--- config.mk ---
export PLATFORM = sky130hd
export DESIGN_NAME = inbound_window_filter
export DESIGN_NICKNAME = d
export VERILOG_FILES = /design/src/rtl/iwf_pkg.sv /design/src/rtl/iwf_regs.sv /design/src/rtl/iwf_match.sv /design/src/rtl/iwf_result.sv /design/src/rtl/inbound_window_filter.sv
export SDC_FILE = /design/constraint.sdc
export NUM_CORES = 1
export LEC_CHECK = 0
export ABC_AREA = 1
export BUFFER_PORTS_ARGS = -buffer_cell sky130_fd_sc_hd__buf_2
export CAP_MARGIN = 20
export CORE_MARGIN = 2
export CORE_UTILIZATION = 60
export CTS_CLUSTER_SIZE = 30
export DETAILED_ROUTE_END_ITERATION = 6
export PLACE_DENSITY = 0.81
export SYNTH_ARGS = -nofsm -noshare
export SYNTH_HDL_FRONTEND = slang
export SYNTH_SLANG_ARGS = --single-unit
--- constraint.sdc ---
create_clock -name clk -period 1.7 [get_ports clk]
set_input_delay 0.34 -clock clk [delete_from_list [all_inputs] [get_ports clk]]
set_output_delay 0.34 -clock clk [all_outputs]
set_load 0.03 [all_outputs]
--- src/rtl/iwf_pkg.sv ---
package iwf_pkg;
  // position of the mode bit inside the control word
  localparam int MODE_BIT = 1;

  // verdict: inclusive passes on a hit, exclusive passes on a miss
  function automatic logic verdict(input logic any_hit, input logic excl);
    return excl ? ~any_hit : any_hit;
  endfunction
endpackage

--- src/rtl/iwf_regs.sv ---
module iwf_regs #(
  parameter int ADDR_W  = 32,
  parameter int NUM_WIN = 2,
  parameter int CFG_AW  = 3
) (
  input  logic                             clk,
  input  logic                             rst_n,
  input  logic                             cfg_we,
  input  logic [CFG_AW-1:0]                cfg_addr,
  input  logic [ADDR_W-1:0]                cfg_wdata,
  output logic [NUM_WIN-1:0][ADDR_W-1:0]   win_start,
  output logic [NUM_WIN-1:0][ADDR_W-1:0]   win_limit,
  output logic                             mode_excl
);
  import iwf_pkg::*;

  localparam logic [CFG_AW-1:0] CTRL_IDX = CFG_AW'(2 * NUM_WIN);

  for (genvar i = 0; i < NUM_WIN; i++) begin : g_win
    always_ff @(posedge clk) begin
      if (!rst_n) begin
        win_start[i] <= '1;
        win_limit[i] <= '0;
      end else if (cfg_we) begin
        if (cfg_addr == CFG_AW'(2 * i))     win_start[i] <= cfg_wdata;
        if (cfg_addr == CFG_AW'(2 * i + 1)) win_limit[i] <= cfg_wdata;
      end
    end
  end

  always_ff @(posedge clk) begin
    if (!rst_n)                              mode_excl <= 1'b0;
    else if (cfg_we && cfg_addr == CTRL_IDX) mode_excl <= cfg_wdata[MODE_BIT];
  end


  ctrl_write_chk: assert property (@(posedge clk) disable iff (!rst_n)
    (cfg_we && cfg_addr == CTRL_IDX) |=> (mode_excl == $past(cfg_wdata[MODE_BIT])));


  unmapped_write_chk: assert property (@(posedge clk) disable iff (!rst_n)
    (cfg_we && cfg_addr > CTRL_IDX) |=>
      ($stable(mode_excl) && $stable(win_start) && $stable(win_limit)));
endmodule

--- src/rtl/iwf_match.sv ---
module iwf_match #(
  parameter int ADDR_W  = 32,
  parameter int NUM_WIN = 2
) (
  input  logic                             clk,
  input  logic                             rst_n,
  input  logic [ADDR_W-1:0]                addr,
  input  logic [NUM_WIN-1:0][ADDR_W-1:0]   win_start,
  input  logic [NUM_WIN-1:0][ADDR_W-1:0]   win_limit,
  output logic                             any_hit
);
  logic [NUM_WIN-1:0] hit;

  for (genvar i = 0; i < NUM_WIN; i++) begin : g_cmp
    logic above_start, below_limit;
    assign above_start = (addr >= win_start[i]);
    assign below_limit = (addr <= win_limit[i]);
    assign hit[i]      = above_start & below_limit;


    inverted_window_chk: assert property (@(posedge clk) disable iff (!rst_n)
      (win_start[i] > win_limit[i]) |-> !hit[i]);
  end

  assign any_hit = |hit;
endmodule

--- src/rtl/iwf_result.sv ---
module iwf_result (
  input  logic clk,
  input  logic rst_n,
  input  logic req_valid,
  output logic req_ready,
  input  logic verdict_in,
  output logic res_valid,
  input  logic res_ready,
  output logic res_pass
);
  logic take;

  assign req_ready = !res_valid || res_ready;
  assign take      = req_valid && req_ready;

  always_ff @(posedge clk) begin
    if (!rst_n) begin
      res_valid <= 1'b0;
      res_pass  <= 1'b0;
    end else if (take) begin
      res_valid <= 1'b1;
      res_pass  <= verdict_in;
    end else if (res_ready) begin
      res_valid <= 1'b0;
    end
  end


  accept_to_result_chk: assert property (@(posedge clk) disable iff (!rst_n)
    (req_valid && req_ready) |=> res_valid);


  no_spurious_result_chk: assert property (@(posedge clk) disable iff (!rst_n)
    (!req_valid && (!res_valid || res_ready)) |=> !res_valid);


  stall_hold_chk: assert property (@(posedge clk) disable iff (!rst_n)
    (res_valid && !res_ready) |=> (res_valid && $stable(res_pass)));
endmodule

--- src/rtl/inbound_window_filter.sv ---
module inbound_window_filter #(
  parameter int ADDR_W  = 32,
  parameter int NUM_WIN = 2,
  parameter int CFG_AW  = $clog2(2 * NUM_WIN + 1)
) (
  input  logic              clk,
  input  logic              rst_n,
  input  logic              cfg_we,
  input  logic [CFG_AW-1:0] cfg_addr,
  input  logic [ADDR_W-1:0] cfg_wdata,
  input  logic              req_valid,
  output logic              req_ready,
  input  logic [ADDR_W-1:0] req_addr,
  output logic              res_valid,
  input  logic              res_ready,
  output logic              res_pass
);
  import iwf_pkg::*;

  logic [NUM_WIN-1:0][ADDR_W-1:0] win_start;
  logic [NUM_WIN-1:0][ADDR_W-1:0] win_limit;
  logic mode_excl;
  logic any_hit;
  logic pass_now;

  iwf_regs #(.ADDR_W(ADDR_W), .NUM_WIN(NUM_WIN), .CFG_AW(CFG_AW)) u_regs (
    .clk(clk), .rst_n(rst_n), .cfg_we(cfg_we), .cfg_addr(cfg_addr),
    .cfg_wdata(cfg_wdata), .win_start(win_start), .win_limit(win_limit),
    .mode_excl(mode_excl)
  );

  iwf_match #(.ADDR_W(ADDR_W), .NUM_WIN(NUM_WIN)) u_match (
    .clk(clk), .rst_n(rst_n), .addr(req_addr), .win_start(win_start),
    .win_limit(win_limit), .any_hit(any_hit)
  );

  assign pass_now = verdict(any_hit, mode_excl);

  iwf_result u_result (
    .clk(clk), .rst_n(rst_n), .req_valid(req_valid), .req_ready(req_ready),
    .verdict_in(pass_now), .res_valid(res_valid), .res_ready(res_ready),
    .res_pass(res_pass)
  );


  stall_blocks_req_chk: assert property (@(posedge clk) disable iff (!rst_n)
    (res_valid && !res_ready) |-> !req_ready);
endmodule

==> run summary <==
half-perimeter wire length of the detailed placement result = 12520 µm
pin slew with the least headroom to its limit = 0.4283 ns
Remaining DRCs = 0
total detailed-routing wirelength = 17690 µm
total buffers and inverters traversed by the critical path = 3
Total Power = 8.084 mW
Cell Pwr Density = 876.4 nW/µm²
simple logic cell fraction of the synthesized area = 14.50%
mux share of post-synthesis cell area = 0%
headroom to the max-slew limit = 71.45%
crit end category = flip-flop
Yosys top cell area share = 33.85%
least setup slack across all paths after layout = -0.08284 ns
count of state elements after synthesis = 131
largest net degree at the start of global routing = 65
share of async-settable or async-resettable flops after synthesis = 0%
violations in the final reports = negative setup slack
Final Max Slew Viols = 0
area of all placed cells without fillers = 9224 µm²
CP dominant cell by count = nand2_1
Clk Tree Root Cell = clkbuf_16
Core Area = 12620 µm²
Period Utilization, post-route = 104.9%
Data required, critical path = 2.02 ns
number of detailed-routing iterations run before antenna repair = 5
critical path's top delay family = simple AND/OR/NAND/NOR gates
worst voltage drop across the vdd grid = 0.0007592 V
Clock Sinks = 131
most frequent cell after synthesis = nand2_1
Hold Path Class = in2reg
via count = 6906
largest cells by area after synthesis = dfxtp_1, ha_1, nand2_1, inv_1, a21oi_1
synthesized-area fraction occupied by ao, oa, aoi and oai cells = 20.38%
setup repair after global routing missed its margin = yes
sequential cell area fraction in the yosys report = 33.85%
total setup violations reported at the end of the flow = 1
standby leakage power = 4.532 nW
combinational family with the most area after synthesis = adder cells
Post-synth EDFFs = 0
total gr overflow = 0
clock buffers created by TritonCTS = 17
Final ANT Viol Nets = 0
Synth Net Count = 1210
Die Width = 117.6 µm
register-to-register setup slack = -0.08 ns
unique cell type count in the Yosys netlist = 30
Min-Delay Startpoint = cfg_wdata[19]
DR WL/cell = 13.83 µm
number of global-route vias before repair = 6639
Max Freq = 0.5609 GHz
final critical path time including I/O delays and setup = 1.783 ns
critical path's slowest cell = dfxtp_1
critical path, cell by cell = inv_1 -> ha_1 -> nand2_1 -> nor2_2 -> nand2_1 -> inv_1 -> nand2_1 -> nand2_1 -> nand2_1 -> nand2_1 -> nand2_1 -> nand2_1 -> nand2_1 -> nand2_1 -> nand3_1 -> nand2_1 -> inv_1
Rows = 41
syn_area_per_cell = 7.671 µm²
first-pass GRT wire length = 30060 µm
CTS H-Tree Depth = 4
Buffers on Ports = 74
count of antenna diodes in the layout = 0
Die Y = 117.6 µm
CP peak stage delay = 0.31 ns
post-placement cell area = 8476 µm²
Synth Area in XOR/XNOR = 0%
Mapped Cells = 1010
multi-input combinational cell area = 4458 µm²
clock latency on the worst-skew pair = 0.43 ns
GPL Wtd Cong = 0.8945
fill cell instance count of the final layout = 1023
Hold Violations, Final = 0
boundary pin count = 75
number of warnings issued by yosys = 0
total track usage = 26.62%
ys flop type = dfxtp_1
DIE AREA = 13840 µm²
flip-flop and latch area = 2623 µm²
number of nets in the layout = 1296
post-route clock skew = 0.006912 ns
critical path fanouts, max = 2
worst setup path class = reg2reg
area leader, netlist = dfxtp_1
Post-CTS Setup Bufs = 0
DP Worst Slack = -0.2763 ns
area growth from synthesis to layout = 19.06%
clock tree from TritonCTS = yes
layout cell share with drive strength beyond 1 = 15.63%
Worst Setup Start Kind = flip-flop
largest buffer count on any clock path = 2
starting density of the core = 61.39%
Iteration-0 DRC Markers = 487
Hold Path Depth = 3
outcome = finished with violations
endpoint with the worst hold slack = u_regs.win_start[51]
r2r endpoint = u_result.res_pass
antenna violations before repair = 0
worst r2r path cells = 17
endpoint arrival time on the critical path = 2.10 ns
Levels on crit path = 17
clock-pin slew on the worst setup and hold paths = 0.05 ns
reported max-cap violation count = 0
most instantiated cells after synthesis = nand2_1, inv_1, dfxtp_1, ha_1, a21oi_1
synthesized area = 7747 µm²
arithmetic-cell share of the synthesized area counting full adders, half adders and majority gates = 20.67%
Critical R2R Launch = u_regs.win_limit[13]
vias per cell = 5.400
layer usage:
layer	GRT usage (%)	vias up	share of wire, %
met3	6.056	37	4.4
met1	31.03	3156	44
met5	0	-	0
met4	11.45	0	3.0
met2	46.73	179	49
li1	-	3534	-
cells by family after synthesis:
family	Yosys count
DFF	131
and+or+nand+nor	273
buffers and inverters	206
adders and majority gates	128
AOI/OAI and AO/OA	272
timing repair:
action | CTS | global route
gates resized for setup | 19 | 9
setup endpoints to repair | 1 | 1
hold buffers | 0 | 0
pin swaps | 6 | 2
where the power goes:
group / switching [mW] / leakage, nW / total, mW / internal (mW)
Clock: 1.27 / 0.296 / 3.75 / 2.48
Sequential: 0.0310 / 1.07 / 3.21 / 3.18
Combinational: 0.665 / 3.17 / 1.12 / 0.453
registers in the layout, summed over array words and instances, names as in the netlist:
| name | count |
|---|---|
| u_result.res_pass | 1 |
| u_regs.win_start | 64 |
| u_regs.win_limit | 64 |
| u_result.res_valid | 1 |
| u_regs.mode_excl | 1 |
worst reg2reg max path, delay by kind of cell, from the launching register on:
kind | cells | cell delay [ns]
buffers and inverters | 3 | 0.17
DFF | 1 | 0.31
adders and majority gates | 1 | 0.30
and+or+nand+nor | 13 | 0.91
cell usage in the layout, fill, tap and decap left out, types with 3 or more instances in the layout:
| master | count |
|---|---|
| nand2_1 | 192 |
| inv_1 | 163 |
| dfxtp_1 | 131 |
| ha_1 | 120 |
| a21oi_1 | 113 |
| buf_2 | 73 |
| o21ai_0 | 67 |
| o211ai_1 | 57 |
| nor2_1 | 39 |
| buf_4 | 25 |
| clkbuf_16 | 17 |
| nand3_1 | 15 |
| o21ai_1 | 14 |
| nand4_1 | 8 |
| ha_4 | 8 |
| o211ai_2 | 7 |
| buf_12 | 7 |
| nor2_2 | 6 |
| inv_2 | 5 |
| a21oi_2 | 5 |
| clkbuf_8 | 5 |
| a21o_1 | 4 |
| clkbuf_1 | 4 |
| nand2_2 | 3 |
| o21a_1 | 3 |
| bufinv_16 | 3 |
layout make-up:
type / count / share of cell area (%)
Multi-Input combinational cell: 673 / 48.33
Tap cell: 172 / 2.333
Inverter: 168 / 6.837
Clock inverter: 4 / 1.031
Sequential cell: 131 / 28.43
Clock buffer: 26 / 5.521
Timing Repair Buffer: 105 / 7.515
per-stage QoR:
stage                     TNS (ns)  std cells  hold WS, ns  utilization [%]
after floorplan                  0       1010       0.4275                -
after global placement     -0.2467       1249       0.4433            67.16
after detailed placement   -0.2763       1249       0.4458            67.16
after CTS                 -0.04857       1279       0.1609            72.95
after global routing       -0.2935       1279       0.1849            73.09
final                     -0.08284       1279       0.1743            73.09
how the worst max path moves through the flow:
stage / startpoint / endpoint / slack, ns
floorplan: req_addr[11] / u_result.res_pass / 0.09
global placement: req_addr[29] / u_result.res_pass / -0.25
detailed placement: req_addr[19] / u_result.res_pass / -0.28
CTS: u_regs.win_start[59] / u_result.res_pass / -0.05
global route: u_regs.win_limit[13] / u_result.res_pass / -0.29
finish: u_regs.win_limit[13] / u_result.res_pass / -0.08
Note: power is estimated with default switching activity, not from simulation.
